**src/rtl/lzss_seq_pkg.sv**
```systemverilog
package lzss_seq_pkg;
  typedef enum logic {
    KIND_LIT = 1'b0,
    KIND_PTR = 1'b1
  } cw_kind_e;

  localparam int DEF_LEN_W  = 8;
  localparam int DEF_OFF_W  = 12;
  localparam int DEF_CHR_W  = 8;
  localparam int DEF_PRIME  = 3;
endpackage

```
**src/rtl/lzd_prime_seq.sv**
```systemverilog
module lzd_prime_seq #(
  parameter int STEPS = 3
) (
  input  logic clk,
  input  logic rst_n,
  output logic done
);
  localparam int CW = $clog2(STEPS + 1);
  localparam logic [CW-1:0] LAST = CW'(STEPS);

  logic [CW-1:0] step_q;

  always_ff @(posedge clk or negedge rst_n) begin
    if (!rst_n)              step_q <= '0;
    else if (step_q != LAST) step_q <= step_q + 1'b1;
  end

  assign done = (step_q == LAST);

  AST_PRIME_MONO: assert property (@(posedge clk) disable iff (!rst_n)
    done |=> done);
endmodule

```
**src/rtl/lzd_run_ctr.sv**
```systemverilog
module lzd_run_ctr #(
  parameter int LEN_W = 8
) (
  input  logic             clk,
  input  logic             rst_n,
  input  logic             load,
  input  logic [LEN_W-1:0] load_val,
  input  logic             advance,
  output logic             busy,
  output logic             last
);
  logic [LEN_W-1:0] cnt_q;

  always_ff @(posedge clk or negedge rst_n) begin
    if (!rst_n)       cnt_q <= '0;
    else if (load)    cnt_q <= load_val;
    else if (advance) cnt_q <= cnt_q - 1'b1;
  end

  assign busy = (cnt_q != '0);
  assign last = (cnt_q == LEN_W'(1));

  AST_RUN_DOWN: assert property (@(posedge clk) disable iff (!rst_n)
    (advance && !load) |=> (cnt_q == LEN_W'($past(cnt_q) - 1)));
  AST_RUN_FREEZE: assert property (@(posedge clk) disable iff (!rst_n)
    (!advance && !load) |=> $stable(cnt_q));
endmodule

```
**src/rtl/lzss_cw_sequencer.sv**
```systemverilog
module lzss_cw_sequencer
  import lzss_seq_pkg::*;
#(
  parameter int LEN_W       = DEF_LEN_W,
  parameter int OFF_W       = DEF_OFF_W,
  parameter int CHR_W       = DEF_CHR_W,
  parameter int PRIME_STEPS = DEF_PRIME
) (
  input  logic             clk,
  input  logic             rst_n,
  input  logic             cw_valid,
  output logic             cw_ready,
  input  logic             cw_ptr,
  input  logic [LEN_W-1:0] cw_len,
  input  logic [OFF_W-1:0] cw_off,
  input  logic [CHR_W-1:0] cw_chr,
  input  logic             out_ready,
  output logic             copy_act,
  output logic             lit_act,
  output logic [OFF_W-1:0] out_off,
  output logic [CHR_W-1:0] out_chr
);
  localparam logic [LEN_W-1:0] ONE_RUN = LEN_W'(1);

  logic             prime_done;
  logic             run_busy;
  logic             run_last;
  logic             take;
  logic             advance;
  logic [LEN_W-1:0] run_len;
  cw_kind_e         kind_q;
  logic [OFF_W-1:0] off_q;
  logic [CHR_W-1:0] chr_q;

  lzd_prime_seq #(.STEPS(PRIME_STEPS)) u_prime (
    .clk  (clk),
    .rst_n(rst_n),
    .done (prime_done)
  );

  // Input opens when idle, or in the final command cycle that is being consumed.
  assign cw_ready = prime_done && (!run_busy || (run_last && out_ready));
  assign take     = cw_valid && cw_ready;
  assign advance  = run_busy && out_ready;
  assign run_len  = cw_ptr ? cw_len : ONE_RUN;

  lzd_run_ctr #(.LEN_W(LEN_W)) u_run (
    .clk     (clk),
    .rst_n   (rst_n),
    .load    (take),
    .load_val(run_len),
    .advance (advance),
    .busy    (run_busy),
    .last    (run_last)
  );

  always_ff @(posedge clk or negedge rst_n) begin
    if (!rst_n) begin
      kind_q <= KIND_LIT;
      off_q  <= '0;
      chr_q  <= '0;
    end else if (take) begin
      kind_q <= cw_ptr ? KIND_PTR : KIND_LIT;
      off_q  <= cw_off;
      chr_q  <= cw_chr;
    end
  end

  assign copy_act = run_busy && (kind_q == KIND_PTR);
  assign lit_act  = run_busy && (kind_q == KIND_LIT);
  assign out_off  = off_q;
  assign out_chr  = chr_q;

  AST_PRIME_QUIET: assert property (@(posedge clk) disable iff (!rst_n)
    !prime_done |-> (!copy_act && !lit_act));
  AST_KIND_EXCL: assert property (@(posedge clk) disable iff (!rst_n)
    !(copy_act && lit_act));
  AST_STALL_HOLD: assert property (@(posedge clk) disable iff (!rst_n)
    ((copy_act || lit_act) && !out_ready) |=>
      ($stable(copy_act) && $stable(lit_act) && $stable(out_off) && $stable(out_chr)));
  AST_IDLE_HOLD: assert property (@(posedge clk) disable iff (!rst_n)
    (!copy_act && !lit_act && !cw_valid) |=>
      (!copy_act && !lit_act && $stable(out_off) && $stable(out_chr)));
  AST_LIT_SINGLE: assert property (@(posedge clk) disable iff (!rst_n)
    (lit_act && out_ready && !cw_valid) |=> (!lit_act && !copy_act));
  AST_PTR_START: assert property (@(posedge clk) disable iff (!rst_n)
    (cw_valid && cw_ready && cw_ptr && (cw_len != '0)) |=> (copy_act && (out_off == $past(cw_off))));
endmodule

```
**config.mk**
```make
export PLATFORM = sky130hd
export DESIGN_NAME = lzss_cw_sequencer
export DESIGN_NICKNAME = d
export VERILOG_FILES = /design/src/rtl/lzss_seq_pkg.sv /design/src/rtl/lzd_prime_seq.sv /design/src/rtl/lzd_run_ctr.sv /design/src/rtl/lzss_cw_sequencer.sv
export SDC_FILE = /design/constraint.sdc
export NUM_CORES = 1
export LEC_CHECK = 0
export ABC_AREA = 1
export BUFFER_PORTS_ARGS = -buffer_cell sky130_fd_sc_hd__buf_2
export CELL_PAD_IN_SITES_DETAIL_PLACEMENT = 0
export CELL_PAD_IN_SITES_GLOBAL_PLACEMENT = 1
export CORE_MARGIN = 2
export CORE_UTILIZATION = 34
export CTS_CLUSTER_SIZE = 20
export DETAILED_ROUTE_END_ITERATION = 16
export GPL_ROUTABILITY_DRIVEN = 0
export PLACE_DENSITY = 0.84
export REMOVE_ABC_BUFFERS = 1
export SYNTH_ARGS = -nofsm -noshare
export SYNTH_HDL_FRONTEND = slang
export SYNTH_SLANG_ARGS = --single-unit
```
**constraint.sdc**
```tcl
create_clock -name clk -period 2.2 [get_ports clk]
set_clock_uncertainty 0.2 [all_clocks]
set_input_delay 0 -clock clk [delete_from_list [all_inputs] [get_ports clk]]
set_output_delay 0 -clock clk [all_outputs]
set_load 0.02 [all_outputs]
```
==> results.toml, run 1 <==
[setup_path]
crit_chain = "inv_1, ha_1, nand2_2, nand2_2, nand3_2, buf_4, o21ai_0, a21oi_1"
r2r_cells = 8
slowest_delay_ns = 0.41
crit_type = "reg2reg"
startpoint_type = "flop"
r2r-start = "u_run.cnt_q[0]"
arrival_ns = 1.96
r2r_end = "u_run.cnt_q[2]"
rrSetupSlack_ns = 0.25
worstPathMaxFanout = 20
cpMostUsedCell = "nand2_2"
worstPathRequired_ns = 2.21
cp_slowest_cell = "dfrtp_1"
cp-end-kind = "flop"

[job]
cap_violations = 0

[route]
drt-total-wl_um = 3890
via_per_inst = 4.44
vias = 1529
drtIter0Drc = 35
route.detailed.drc = 0
post_drt_wl_per_cell_um = 11.3
drtAntennaViolNets = 0
dr.pass1.iters = 4

[layout]
layout-drive-gt1-share = 0.264
layout_common_cells = "nand2_1 (97), buf_2 (55), dlygate4sd3_1 (32)"
num-nets-final = 327
final_common_cell = "nand2_1"
fin_cells = 344
diodes = 0
synthToLayoutAreaGrowth_pct = 47.6

[worst_hold_path]
worstHoldPathType = "in2async"

[floorplanning]
core_um2 = 4350
fp.dieArea_um2 = 5090
pin_count = 56
dieWidth_um = 71.4
die_height_um = 71.4
start_util = 0.354
rows = 24

[logic_synthesis]
syn_inst = 199
synth.largest_area_cell = "dfrtp_1"
synth_area_leaders = "dfrtp_1 (50%), nand2_1 (24%), inv_1 (4.1%)"
syn_avg_cell_area_um2 = 7.75
netlist.area_leader.share = 0.503
ys_types = 18
yosysWarningCount = 0
netlist_area_um2 = 1540
seq_area_frac_synth = 0.503
synth_seq_cells = 31

[global_routing]
grt_overflow = 0
grt_pass1_wl_um = 6760
antenna_found_initial = 0
grt_max_degree = 32
grt_pass1_vias = 1537
gr-usage-all-layers = 0.171

[sta]
hold_viol = 0
final-setup-viol-count = 0
drv_slew = 0
tightest_slew_ns = 0.691
maxSlewHeadroom = 0.540
fmax_mhz = 512
fin_crit_ns = 1.95
finalCritPeriodShare = 0.887
rsz0062_at_grt = "false"
fin_tns_setup_ns = 0

[clock_tree]
cts_tree = "yes"
root_buffer = "clkbuf_8"
cts_num_sinks = 31
cts_buffers = 5
cts.clk_slew.worst_paths_ns = 0.06
postCtsResizedCells = 0
htree_levels = 2
clk-insertion-delay-late_ns = 0.28
cts_max_path_buffers = 2

[power]
power_frac_seq = 0.399
power_density_nw_per_um2 = 1040
p_leak_nw = 1.29
internal_power_mw = 1.43
combPwrFrac = 0.391
ir_drop_v = 0.000563
switching_power_uw = 939
power_switching_share = 0.396
clkPwrFrac = 0.210

[placement]
dpl.cell_count = 304
place.port_buffers = 55
dp_hpwl_um = 2640

[outcome]
status = "complete, no violations"
==> critical path: cells and delay by family, from the launching register on <==
kind,cells,cell delay (ns)
and+or+nand+nor,3,0.38
DFF,1,0.41
AOI/OAI and AO/OA,2,0.27
buffers and inverters,2,0.35
adders and majority gates,1,0.25
==> kinds of logic after synthesis <==
group | after synthesis | synth area share
xor+xnor | 2 | 0.0114
simple gates | 128 | 0.342
flops | 31 | 0.503
compound gates | 12 | 0.0389
buf+inv | 22 | 0.0730
mux | 1 | 0.00730
fa+ha+maj | 3 | 0.0243
==> flip-flops by register name, indices dropped and copies added, names as in the netlist <==
register	cells
out_off	12
u_prime.step_q	2
u_run.cnt_q	8
kind_q	1
out_chr	8
==> cell usage after synthesis <==
cell and n:
o21ai_0 7, nor2_4 1, ha_1 3, nor2_2 4
buf_4 2, inv_1 17, o21ai_1 1, a21oi_1 4
dfrtp_1 31, nand2_2 5, xor2_1 1, nand3_2 1
mux2_2 1, nand2_1 97, nand3_1 9, buf_6 3
nor2_1 11, xnor2_1 1
==> area by class of cell <==
type / count / area [um^2]
clock buffer: 8 / 100
fill: 412 / 2080
inverter: 17 / 63.8
multi-input combinational: 146 / 654
sequential: 31 / 776
tap: 52 / 65.1
timing repair buffer: 90 / 618
==> layer usage <==
layer	up-vias	GRT usage	wire length [um]
met2	47	0.278	1810
met3	6	0.0492	209
met5	-	0	0
met1	687	0.216	1800
li1	789	-	-
met4	0	0.0692	68
==> per-stage QoR <==
stage | area [um^2] | hold WS [ns] | worst slack (ns) | total power [mW] | util
after floorplan | 1490 | -0.496 | 0.301 | 1.52 | -
after CTS | 2280 | 0.111 | 0.233 | 2.39 | 0.523
after global routing | 2280 | 0.179 | 0.0782 | 2.56 | 0.523
after global placement | 1860 | -0.115 | 0.336 | 1.83 | 0.426
final | 2280 | 0.102 | 0.248 | 2.37 | 0.523
after detailed placement | 1860 | -0.110 | 0.254 | 1.83 | 0.426
==> power by group through the flow <==
stage | Sequential [mW] | Clock, mW | Combinational [mW]
detailed placement | 0.941 | 0 | 0.889
CTS | 0.942 | 0.510 | 0.932
global route | 0.970 | 0.538 | 1.05
floorplan | 1.12 | 0 | 0.396
finish | 0.945 | 0.498 | 0.925
global placement | 0.958 | 0 | 0.873
==> worst max-delay path by stage <==
stage,from,endpoint,cells past startpoint
global placement,u_run.cnt_q[0],u_run.cnt_q[2],8
floorplan,u_run.cnt_q[0],u_run.cnt_q[0],9
detailed placement,u_run.cnt_q[0],u_run.cnt_q[2],8
CTS,u_run.cnt_q[0],u_run.cnt_q[2],8
finish,u_run.cnt_q[0],u_run.cnt_q[2],8
global route,u_run.cnt_q[0],u_run.cnt_q[1],8
==> what timing repair did <==
action                    in CTS  in global routing
hold endpoints to repair      60                  0
setup buffers                  0                  0
hold buffers                  32                  0
Note: power is estimated with default switching activity, not from simulation.
==> run 2: changes to the inputs <==
--- a/config.mk
+++ b/config.mk
@@ -11,2 +11,3 @@
 export CELL_PAD_IN_SITES_GLOBAL_PLACEMENT = 1
+export CORE_ASPECT_RATIO = 0.9
 export CORE_MARGIN = 2
==> constraint.sdc (replaced) <==
create_clock -name clk -period 1.9 [get_ports clk]
set_clock_uncertainty 0.2 [all_clocks]
set_input_delay 0.19 -clock clk [delete_from_list [all_inputs] [get_ports clk]]
set_output_delay 0.19 -clock clk [all_outputs]
set_load 0.02 [all_outputs]
==> run 2 against run 1 <==
Utilization increased by 1.2 points; via count decreased by 3.1%; die area about the same; hold slack worse by 0.048 ns; setup slack worse by 0.19 ns; register-to-register slack got worse by 0.15 ns; clock-buffer cell count shrank 2; combinational power grew 25%; sequential share of layout area shrank 1.2 points; routed wire length is 2.9% lower; first-iteration DRC count increased to 2.6 times the previous value; critical endpoint is now cw_ready; highest routed layer unchanged.
==> results.toml, run 2 (synthesized netlist as in run 1, its figures left out) <==
[outcome]
status = "complete, no violations"

[sta]
fmax_mhz = 543
finalCritPeriodShare = 0.968
hold_viol = 0
final-setup-viol-count = 0
maxSlewHeadroom = 0.544
tightest_slew_ns = 0.684
fin_tns_setup_ns = 0
holdWs_ns = 0.0547
fin_crit_ns = 1.84
drv_slew = 0

[layout]
diodes = 0
final_common_cell = "nand2_1"
layout_common_cells = "nand2_1 (95), buf_2 (52), dfrtp_1 (31)"
largest_reg_flops = 12
layout-drive-gt1-share = 0.311
fillers = 404
num-nets-final = 324
synthToLayoutAreaGrowth_pct = 52.8

[route]
route.detailed.drc = 0
post_drt_wl_per_cell_um = 10.8
via_per_inst = 4.22
wl_met3_um = 120
vias = 1482
drtAntennaViolNets = 0
drt-total-wl_um = 3780
drt-met1-wl_um = 1750
drtIter0Drc = 90
dr.pass1.iters = 4
top_layer = "met4"
dr_wl_met2_um = 1860

[job]
cap_violations = 0

[global_routing]
grt_pass1_wl_um = 5800
grt_max_degree = 32
gr-usage-all-layers = 0.152
grt_overflow = 0
antenna_found_initial = 0
grt_pass1_vias = 1301

[power]
ir_drop_v = 0.000553
switching_power_mw = 1.11
power_switching_share = 0.382
internal_power_mw = 1.80
finalPower_mw = 2.91
p_leak_nw = 1.30
power_frac_seq = 0.373
power_density_nw_per_um2 = 1240
combPwrFrac = 0.399
clkPwrFrac = 0.228

[clock_tree]
cts.clk_slew.worst_paths_ns = 0.06
clk-insertion-delay-late_ns = 0.27
root_buffer = "clkbuf_8"
cts_tree = "yes"
cts_buffers = 5
htree_levels = 2
cts_max_path_buffers = 2
cts_num_sinks = 31

[floorplanning]
core_um2 = 4400
rows = 23
fp.dieArea_um2 = 5090
pin_count = 56
die_height_um = 67.9
dieWidth_um = 75.0
start_util = 0.350

[placement]
place.port_buffers = 55
dp_hpwl_um = 2530

[setup_path]
crit_type = "reg2out"
worstPathRequired_ns = 1.51
cp-end-kind = "output port"
arrival_ns = 1.45
startpoint_type = "flop"
worstPathMaxFanout = 3

[worst_hold_path]
worstHoldPathType = "in2reg"
-- run 2: cell count changes in the layout (fill, tap and decap cells not counted), moves of 3 or more --
cell	delta
dlygate4sd3_1	-6
inv_2	+4
nor2_4	+3
inv_1	-4
buf_6	+4
buf_2	-3
-- run 2: layout make-up --
class | instances | area [um^2] | share of cell area
clock buffers | 6 | 82.6 | 0.0350
clock inverters | 2 | 35.0 | 0.0149
inverters | 17 | 63.8 | 0.0271
multi-input cells | 146 | 719 | 0.305
flip-flops and latches | 31 | 776 | 0.329
well taps | 62 | 77.6 | 0.0329
repair buffers | 87 | 603 | 0.256
-- run 2: metrics by stage --
stage | util | setup WS (ns) | cells | instance area (um^2)
floorplan | - | 0.000558 | 194 | 1490
global placement | 0.426 | 0.0802 | 315 | 1880
detailed placement | 0.426 | 0.0325 | 315 | 1880
CTS | 0.516 | 0.00226 | 351 | 2270
global route | 0.535 | -0.0208 | 351 | 2360
finish | 0.535 | 0.0599 | 351 | 2360
-- run 2: metal layers --
| metal | vias to the layer above | track usage |
|---|---|---|
| li1 | 785 | - |
| met1 | 659 | 0.208 |
| met2 | 31 | 0.235 |
| met3 | 7 | 0.0398 |
| met4 | 0 | 0.0469 |
| met5 | - | 0 |
-- run 2: worst paths after layout --
check,from,end,slack (ns),cells past startpoint
setup / recovery,u_run.cnt_q[0],cw_ready,0.06,9
hold / removal,cw_ptr,kind_q,0.05,3
setup reg to reg,u_run.cnt_q[0],u_run.cnt_q[0],0.10,11
hold reg to reg,out_chr[7],out_chr[7],0.28,2
max in group asynchronous,rst_n,u_run.cnt_q[2],0.76,2
min in group asynchronous,rst_n,out_off[5],0.30,2
-- run 2: timing repair --
item	in CTS	in global routing
pin swaps	0	3
buffers inserted	2	0
setup endpoints to repair	2	30
hold buffers	26	0
endpoints found under the hold margin	56	0
resized for setup	1	23
-- run 2: power by group through the flow --
stage / combinational [mW] / sequential [mW] / clock (mW)
after floorplan: 0.458 / 1.30 / 0
after global placement: 1.02 / 1.08 / 0
after detailed placement: 1.03 / 1.08 / 0
after CTS: 1.09 / 1.07 / 0.678
after global routing: 1.31 / 1.12 / 0.712
final: 1.16 / 1.09 / 0.663
-- run 2: worst max-delay path, cell delays in order, from the launching register on --
cell	delay [ns]
dfrtp_1	0.42
buf_6	0.14
ha_4	0.15
nand2_2	0.04
inv_1	0.03
nand2_1	0.06
nand2_2	0.10
nand2_4	0.10
inv_2	0.04
buf_6	0.12
==> run 3: changes to the inputs <==
==> constraint.sdc (replaced) <==
create_clock -name clk -period 1.9 [get_ports clk]
set_clock_uncertainty 0.2 [all_clocks]
set_input_delay 0.095 -clock clk [delete_from_list [all_inputs] [get_ports clk]]
set_output_delay 0.095 -clock clk [all_outputs]
set_load 0.02 [all_outputs]
==> run 3 against run 2 <==
First-iteration DRC count down 1.1%; global-route usage up 0.18 points; non-clock buffer count up 3; clock-buffer cell count unchanged; final area about the same; clock power about the same; via count up 0.40%; critical endpoint is now u_run.cnt_q[0]; utilization about the same; power down 1.7%; cell count up 0.85%; setup slack better by 0.085 ns.
==> results.toml, run 3 (synthesized netlist as in run 1, its figures left out) <==
[outcome]
status = "complete, no violations"

[sta]
drv_slew = 0
hold_viol = 0
final-setup-viol-count = 0
rsz0062_at_grt = "false"
fin_tns_setup_ns = 0
tightest_slew_ns = 0.680
fmax_mhz = 570
setup_slack_ns = 0.145
finalCritPeriodShare = 0.924
maxSlewHeadroom = 0.547
fin_crit_ns = 1.75
holdWs_ns = 0.0720

[setup_path]
crit_type = "reg2reg"
startpoint_type = "flop"
worstPathRequired_ns = 1.86
cp.buffers_inverters = 2
crit_family = "simple AND/OR/NAND/NOR gates"
slowest_delay_ns = 0.38
arrival_ns = 1.72
cp-end-kind = "flop"
cp_slowest_cell = "dfrtp_1"
rrSetupSlack_ns = 0.15
worstPathMaxFanout = 8
crit_chain = "inv_2, ha_1, nand2_1, inv_1, nand2_1, nand2_2, nand2_2, nor2_4, nand2_2, o21ai_2, nand2_1"

[clock_tree]
cts.clk_slew.worst_paths_ns = 0.06
cts_num_sinks = 31
cts_buffers = 5
root_buffer = "clkbuf_8"
htree_levels = 2
clk-insertion-delay-late_ns = 0.27
cts_tree = "yes"
cts_max_path_buffers = 2

[placement]
place_ws_ns = 0.0325
dp_hpwl_um = 2530
place.port_buffers = 55
dpl.cell_count = 315
dpl_cell_area_um2 = 1880

[global_routing]
grt_max_degree = 32
gr-usage-all-layers = 0.154
grt_pass1_wl_um = 5860
antenna_found_initial = 0
grt_pass1_vias = 1317
grt_overflow = 0

[floorplanning]
pin_count = 56
core_um2 = 4400
rows = 23
dieWidth_um = 75.0
die_height_um = 67.9
start_util = 0.350
fp.dieArea_um2 = 5090

[route]
post_drt_wl_per_cell_um = 10.7
via_per_inst = 4.20
drt-total-wl_um = 3780
drtIter0Drc = 89
vias = 1488
route.detailed.drc = 0
drtAntennaViolNets = 0
dr.pass1.iters = 4

[layout]
layout_common_cells = "nand2_1 (96), buf_2 (54), dfrtp_1 (31)"
final_common_cell = "nand2_1"
largest_reg_flops = 12
diodes = 0
synthToLayoutAreaGrowth_pct = 52.7
fin_cells = 354
final_util = 0.535
layout-drive-gt1-share = 0.295
final_area_um2 = 2360
num-nets-final = 327

[power]
finalPower_mw = 2.86
ir_drop_v = 0.000554
power_density_nw_per_um2 = 1210
p_leak_nw = 1.30

[job]
cap_violations = 0

[worst_hold_path]
worstHoldPathType = "in2reg"
## run 3: tightest hold or removal path, delay by kind of cell
kind            cells  cell delay (ns)
buf+inv             1             0.12
compound gates      1             0.09
simple gates        2             0.21
## run 3: path summary, 6_finish.rpt
path / from / end / depth (start not counted)
worst max register to register: u_run.cnt_q[1] / u_run.cnt_q[0] / 11
min in group asynchronous: rst_n / out_off[5] / 2
worst min-delay path: out_ready / u_run.cnt_q[4] / 4
worst min register to register: out_chr[6] / out_chr[6] / 2
max in group asynchronous: rst_n / u_run.cnt_q[2] / 2
worst max-delay path: u_run.cnt_q[1] / u_run.cnt_q[0] / 11
## run 3: power breakdown
| group | internal, mW | total (mW) | switching, mW |
|---|---|---|---|
| Clock | 0.424 | 0.663 | 0.239 |
| Sequential | 0.915 | 1.08 | 0.164 |
| Combinational | 0.435 | 1.12 | 0.684 |
## run 3: layout make-up
class,instances,area (um^2)
tap,62,77.6
multi-input combinational,146,698
clock buffer,6,82.6
clock inverter,2,35.0
inverter,17,63.8
timing repair buffer,90,623
sequential,31,776
fill,398,2050
## run 3: what timing repair did
item | 4_1_cts | 5_1_grt
setup buffers | 0 | 1
hold endpoints to repair | 60 | 0
resized for setup | 0 | 14
setup endpoints to repair | 0 | 30
hold buffers | 30 | 0
## run 3: metal layers
layer | track usage | up-vias | share of wire
met5 | 0 | - | 0
met3 | 0.0398 | 7 | 0.037
li1 | - | 788 | -
met4 | 0.0469 | 0 | 0.013
met1 | 0.207 | 660 | 0.45
met2 | 0.242 | 33 | 0.50
